===== config.mk =====
export PLATFORM = sky130hd
export DESIGN_NAME = cs_quad_decoder
export DESIGN_NICKNAME = d
export VERILOG_FILES = /design/src/rtl/cs_quad_decoder.sv
export SDC_FILE = /design/constraint.sdc
export NUM_CORES = 1
export LEC_CHECK = 0
export ABC_AREA = 1
export BUFFER_PORTS_ARGS = -buffer_cell sky130_fd_sc_hd__buf_2
export CAP_MARGIN = 20
export CORE_MARGIN = 2
export CORE_UTILIZATION = 30
export DETAILED_ROUTE_END_ITERATION = 10
export SLEW_MARGIN = 20
export SYNTH_ARGS = -nofsm -noshare
export SYNTH_HDL_FRONTEND = slang
export SYNTH_SLANG_ARGS = --single-unit

===== constraint.sdc =====
create_clock -name clk -period 1.5 [get_ports clk]
set_clock_uncertainty 0.1 [all_clocks]
set_input_delay 0.3 -clock clk [delete_from_list [all_inputs] [get_ports clk]]
set_output_delay 0.3 -clock clk [all_outputs]
set_load 0.02 [all_outputs]

===== src/rtl/cs_quad_decoder.sv =====
module cs_quad_decoder #(
  parameter int ADDR_W = 32,
  parameter int IDX_W  = 4
) (
  input  logic              clk,
  input  logic              rst_n,
  input  logic              cfg_we,
  input  logic [IDX_W-1:0]  cfg_idx,
  input  logic [7:0]        cfg_wdata,
  output logic [7:0]        cfg_rdata,
  input  logic [ADDR_W-1:0] bus_addr,
  input  logic              bus_strobe,
  output logic [3:0]        cs_n,
  output logic              port_32,
  output logic              ack_int
);
  localparam int BASE_LSB = ADDR_W - 4;
  localparam int SEL_LSB  = ADDR_W - 6;

  logic [3:0] en_q, wid_q, wt_q, base_q;
  logic       boot_q;

  always_ff @(posedge clk or negedge rst_n) begin
    if (!rst_n) begin
      en_q   <= '0;
      wid_q  <= '0;
      wt_q   <= '0;
      base_q <= '0;
      boot_q <= 1'b1;
    end else if (cfg_we && cfg_idx < IDX_W'(4)) begin
      en_q[cfg_idx[1:0]]  <= cfg_wdata[7];
      wid_q[cfg_idx[1:0]] <= cfg_wdata[5];
      wt_q[cfg_idx[1:0]]  <= cfg_wdata[4];
      if (cfg_idx == '0) begin
        base_q <= cfg_wdata[3:0];
        boot_q <= 1'b0;
      end
    end
  end

  always_comb begin
    cfg_rdata = 8'h00;
    if (cfg_idx < IDX_W'(4))
      cfg_rdata = {en_q[cfg_idx[1:0]], 1'b0, wid_q[cfg_idx[1:0]], wt_q[cfg_idx[1:0]], 4'h0};
    if (cfg_idx == '0)
      cfg_rdata[6:0] = {boot_q, cfg_rdata[5:4], base_q};
  end

  logic [1:0] sel_w;
  logic       hit_w, any_w;
  logic [1:0] pick_w;

  assign sel_w  = bus_addr[SEL_LSB +: 2];
  assign hit_w  = (bus_addr[BASE_LSB +: 4] == base_q) && en_q[sel_w];
  assign any_w  = bus_strobe && (boot_q || hit_w);
  assign pick_w = boot_q ? 2'd0 : sel_w;

  always_ff @(posedge clk or negedge rst_n) begin
    if (!rst_n) begin
      cs_n    <= 4'hF;
      port_32 <= 1'b0;
      ack_int <= 1'b0;
    end else begin
      cs_n    <= any_w ? ~(4'b0001 << pick_w) : 4'hF;
      port_32 <= any_w && wid_q[pick_w];
      ack_int <= any_w && !wt_q[pick_w];
    end
  end

  a_r3_boot_cs0: assert property (@(posedge clk) disable iff (!rst_n)
    (boot_q && bus_strobe) |=> (cs_n == 4'b1110));
  a_r4_flag_clear: assert property (@(posedge clk) disable iff (!rst_n)
    (cfg_we && cfg_idx == '0) |=> !boot_q);
  a_r5_decode_hit: assert property (@(posedge clk) disable iff (!rst_n)
    (!boot_q && bus_strobe && hit_w) |=> !cs_n[$past(sel_w)]);
  a_r9_idle_high: assert property (@(posedge clk) disable iff (!rst_n)
    !bus_strobe |=> (cs_n == 4'hF && !port_32 && !ack_int));
  a_r10_one_select: assert property (@(posedge clk) disable iff (!rst_n)
    $onehot0(~cs_n));
  a_r8_ack_needs_cs: assert property (@(posedge clk) disable iff (!rst_n)
    ack_int |-> (cs_n != 4'hF));
  a_r7_width_needs_cs: assert property (@(posedge clk) disable iff (!rst_n)
    port_32 |-> (cs_n != 4'hF));
endmodule


==> Word level (Yosys, flattened, before mapping) <==
Index checks and enable logic that the tools add are counted.
{ "word_totals": {"word_cells": 47, "reg_bits": 23, "output_inout_bits": 14, "inputBits": 48} }
{ "classes": {"n_bitwise": 1, "n_mux": 21, "shifts": 1, "order_cmp": 5, "n_reduce_logical": 10, "eq_ne": 1} }
{ "op_table": {"columns": ["operator", "n"], "rows": [
  ["1-bit binary-select mux with 2-bit select", 6],
  ["4-bit bitwise mux", 3],
  ["2-bit by 3-bit less-than comparator with 1-bit output, second input constant", 3],
  ["8-bit 2-to-1 mux", 1],
  ["1-bit 2-to-1 mux", 7],
  ["7-bit 2-to-1 mux", 1],
  ["1-bit logical AND", 6],
  ["4-bit == test", 1],
  ["4-bit logical NOT", 1],
  ["4-bit by 3-bit less-than comparator with 1-bit output, second input constant", 1],
  ["4-bit 2-to-1 mux", 1],
  ["4-bit NOT", 1],
  ["1-bit by 2-bit << shifter with 4-bit output, first input constant", 1],
  ["1-bit demux with 2-bit select", 1],
  ["2-bit by 1-bit >= comparator with 1-bit output, second input constant", 1],
  ["2-bit 2-to-1 mux", 1],
  ["2-bit AND reduction", 1],
  ["1-bit logical NOT", 1],
  ["1-bit logical OR", 1]
]} }

==> Logic depth before layout (Yosys ltp) <==
{ "depth": {"depth_word": 6, "depth_mapped": 8, "ltp_nobuf": 8} }

==> Worst setup path before layout <==
Ideal clock, no wire load.
{ "synth_path": {"kind": "input port to output port", "from": "in cfg_idx[0]", "to": "out cfg_rdata[5]", "stages": 5, "path_buffers": 0, "arrival_ns": 0.962, "setup_slack_ns": 0.138, "path_cell_list": "inv_2 nand2_1 inv_1 nand2_1 a41oi_1"} }
{ "synth_between": {"elab_chain_cells": 4, "elab_cells_between_ends": 5, "classes_between": "order compare: 1; mux: 4"} }
{ "synth_rtl": {"columns": ["item", "line", "text"], "rows": [
  ["start, declared", "8", "input logic [IDX_W-1:0] cfg_idx,"],
  ["branches (longest 2 deep; another with 4-bit by 3-bit less-than comparator with 1-bit output)", null, null],
  ["8-bit 2-to-1 mux *", "43", "if (cfg_idx < IDX_W'(4))"],
  ["7-bit 2-to-1 mux *", "45", "if (cfg_idx == '0)"],
  ["end, declared", "10", "output logic [7:0] cfg_rdata,"]
]} }
Every way passes the cells marked *. The select of a mux whose other input is x is not followed.

==> Worst setup path after layout <==
{ "layout_path": {"from": "reg wt_q[3]", "to": "out cfg_rdata[4]"} }
{ "layout_between": {"elab_chain_cells": 4} }
{ "layout_rtl": {"columns": ["item", "line", "text"], "rows": [
  ["start, declared", "20", "logic [3:0] en_q, wid_q, wt_q, base_q;"],
  ["start signal, assigned by index", "33", "wt_q[cfg_idx[1:0]] <= cfg_wdata[4];"],
  ["1-bit binary-select mux with 2-bit select", "44", "cfg_rdata = {en_q[cfg_idx[1:0]], 1'b0, wid_q[cfg_idx[1:0]], wt_q[cfg_idx[1:0]], 4'h0};"],
  ["1-bit 2-to-1 mux (implied by the code)", "44", null],
  ["8-bit 2-to-1 mux", "43", null],
  ["7-bit 2-to-1 mux", "45", null]
]} }
Every way passes these cells. The select of a mux whose other input is x is not followed.

==> impl_metrics.py <==
metrics = {
    "worst_setup_path": {
        "worst_r2r_endpoint": "ack_int$_DFF_PN0_",
        "required_ns": 1.10,
        "endpoint_kind": "primary output",
        "critPathKind": "register to primary output",
        "cp_cell_sequence": "a22oi_2 > a31oi_2 > buf_4",
        "cp_max_fo": 2,
        "rrSetupSlack_ns": 0.18,
        "start_kind": "register",
        "crit_family": "flip-flops",
        "timing.rr.start": "boot_q$_DFFE_PN1P_",
        "critPathMaxStageDelay_ns": 0.39,
        "critPathBufInv": 1,
        "crit_arrival_ns": 1.13,
        "rr_worst_depth": 5,
        "cpMaxStageDelayCell": "dfrtp_1",
    },
    "sta": {
        "hold_viol_final": 0,
        "drv_slew": 0,
        "finalCritPeriodShare_pct": 102,
        "holdWs_ns": 0.136,
        "post-route-min-period_ns": 1.53,
        "worst_pin_slew_ns": 0.519,
        "fin_setup_tns_ns": -0.0424,
        "relSlewSlack_pct": 65.4,
        "setup_viol": 2,
        "fmax_mhz": 655,
        "setup_ws_ns": -0.0257,
        "rsz0062_at_grt": "true",
    },
    "routing": {
        "drc_errors": 0,
        "drtIter0Drc": 54,
        "vias": 1185,
        "wl_per_cell_um": 10.5,
        "drt_wl_total_mm": 2.86,
        "vias_per_cell": 4.37,
        "ant_nets": 0,
        "dr.pass1.iters": 4,
    },
    "pwr": {
        "p_leak_nw": 0.909,
        "switching_share_pct": 30.3,
        "peakVddDrop_mv": 0.664,
        "clkPwrFrac_pct": 23.3,
        "comb_power_share_pct": 29.2,
        "powerDensity_nw_per_um2": 950,
        "p_seq_share_pct": 47.5,
        "p_int_w": 0.00113,
        "switching_power_w": 0.000492,
    },
    "floorplanning": {
        "dieWidth_um": 67.6,
        "start_util_pct": 30.8,
        "chipHeight_um": 67.6,
        "io_pins": 62,
        "core_area_sq_um": 3940,
        "rows": 23,
        "dieArea_sq_um": 4570,
    },
    "status": {
        "violations": "setup timing",
        "status": "finished, violations left",
    },
    "logic_synthesis": {
        "ys_types": 20,
        "syn_inst": 162,
        "synth_area_sq_um": 1210,
        "ys_seq_elements": 23,
        "synth_warnings": 0,
        "ys_seq_area_share_pct": 47.9,
        "synth_nets": 210,
        "avgSynthCellArea_sq_um": 7.49,
    },
    "placed_design": {
        "placed_area_sq_um": 1450,
        "gp_congestion": 0.792,
        "port_buffers": 34,
        "hpwl_mm": 2.11,
        "place_inst": 247,
    },
    "clock_network": {
        "htreeDepth": 1,
        "cts_tree": "yes",
        "cts-buffers-inserted": 3,
        "clk_latency_ns": 0.26,
        "root_buffer": "clkbuf_8",
        "clk_pin_slew_ns": 0.08,
        "cts.sinks": 23,
        "clockBufferDepth": 2,
    },
    "grt": {
        "grt_max_degree": 24,
        "antenna_found_initial": 0,
        "grt_usage_pct": 13.5,
        "grt.overflow.total": 0,
        "grt_pass1_vias": 1106,
        "grt_pass1_wl_mm": 4.66,
    },
    "finish": {
        "final-seq-area_sq_um": 582,
        "num-fill-cells": 399,
        "area.growth.synth_to_final_pct": 40.7,
        "layout_common_cells": "49 x nand2_1, 28 x buf_2, 27 x buf_4, 18 x dfrtp_1, 17 x nor2_1",
        "stdcell_area_sq_um": 1710,
        "layout_commonest_cell": "nand2_1",
        "multi_input_area_sq_um": 557,
        "diodes": 0,
        "drive_gt1_share_pct": 47.5,
        "utilization_pct": 43.3,
        "final_cells": 271,
        "nets": 270,
    },
    "hold_path": {
        "hold_path_class": "primary input to register",
        "hold_depth": 2,
        "min-delay-start": "bus_strobe",
        "hold-path-endpoint": "cs_n[2]$_DFF_PN1_",
    },
    "run": {
        "max-cap-violations": 0,
    },
}
==> area by class of cell <==
| class | count | area share (%) |
|---|---|---|
| Clock buffer | 3 | 2.42 |
| Inverter | 28 | 6.30 |
| Clock inverter | 1 | 0.293 |
| Timing Repair Buffer | 56 | 20.7 |
| Multi-Input combinational cell | 110 | 32.6 |
| Sequential cell | 23 | 34.1 |
| Tap cell | 50 | 3.66 |
==> registers in the layout, summed over array words and instances (netlist names) <==
register	cells
ack_int	1
base_q	4
boot_q	1
cs_n	4
en_q	4
port_32	1
wid_q	4
wt_q	4
==> through the flow <==
step                setup WS, ns  total power (W)
floorplan                  0.138         0.000992
global placement         -0.0333          0.00110
detailed placement       -0.0340          0.00111
CTS                      -0.0212          0.00154
global route             -0.0897          0.00173
finish                   -0.0257          0.00162
==> how the worst max path moves through the flow <==
stage	slack (ns)	cells after the start	to	start
after floorplan	0.14	5	cfg_rdata[5]	cfg_idx[0]
after global placement	-0.03	7	cfg_rdata[5]	cfg_idx[0]
after detailed placement	-0.03	7	cfg_rdata[5]	cfg_idx[0]
after CTS	-0.02	5	cfg_rdata[7]	en_q[0]$_DFFE_PN0P_
after global routing	-0.09	5	cfg_rdata[7]	en_q[3]$_DFFE_PN0P_
final	-0.03	3	cfg_rdata[4]	wt_q[3]$_DFFE_PN0P_
==> power by group through the flow <==
stage          registers, W  clock network (W)  logic (W)
3_5_place_dp       0.000786                  0   0.000320
3_3_place_gp       0.000785                  0   0.000315
2_1_floorplan      0.000771                  0   0.000221
4_1_cts            0.000772           0.000390   0.000383
5_1_grt            0.000781           0.000417   0.000533
6_report           0.000771           0.000379   0.000473
==> synth_stat cells <==
master | count | share of area [%]
nor2_1 | 19 | 5.9
buf_6 | 1 | 0.93
dfstp_2 | 5 | 11
nand2_2 | 3 | 1.5
o21ai_0 | 9 | 3.7
nor2_4 | 1 | 0.93
o22ai_1 | 2 | 1.0
inv_1 | 19 | 5.9
a21oi_2 | 4 | 2.9
inv_2 | 9 | 2.8
a31oi_1 | 1 | 0.52
nand3_1 | 9 | 3.7
a41oi_1 | 1 | 0.72
nor2_2 | 4 | 2.1
dfrtp_1 | 18 | 37
o21ai_2 | 3 | 2.2
nand2_1 | 51 | 16
nand4_1 | 1 | 0.52
a22oi_1 | 1 | 0.62
nor3_1 | 1 | 0.41
==> worst register-to-register path: cells and delay by family (launching register included) <==
| family | cells | cell delay, ns |
|---|---|---|
| simple gates | 4 | 0.61 |
| buf+inv | 1 | 0.14 |
| flops | 1 | 0.38 |
==> routing by layer <==
metal	wire length [um]	part of all wire, %	global-route usage [%]
met2	1270	45	23.4
met4	52	1.8	2.30
met5	0	0	0
met1	1340	47	16.9
met3	191	6.7	3.67
==> kinds of logic after synthesis <==
kind of cell,after synthesis,synth area share [%]
simple gates,89,30.8
buf+inv,29,9.59
flops,23,47.9
compound gates,21,11.6
==> timing repair <==
action                                 CTS  global route
hold buffers                             1             0
setup buffers                            7            12
setup endpoints to repair                4             8
resized for setup                        9            15
endpoints found under the hold margin   18             0
pin swaps                                6             7
Power figures use the tool's default switching activity.
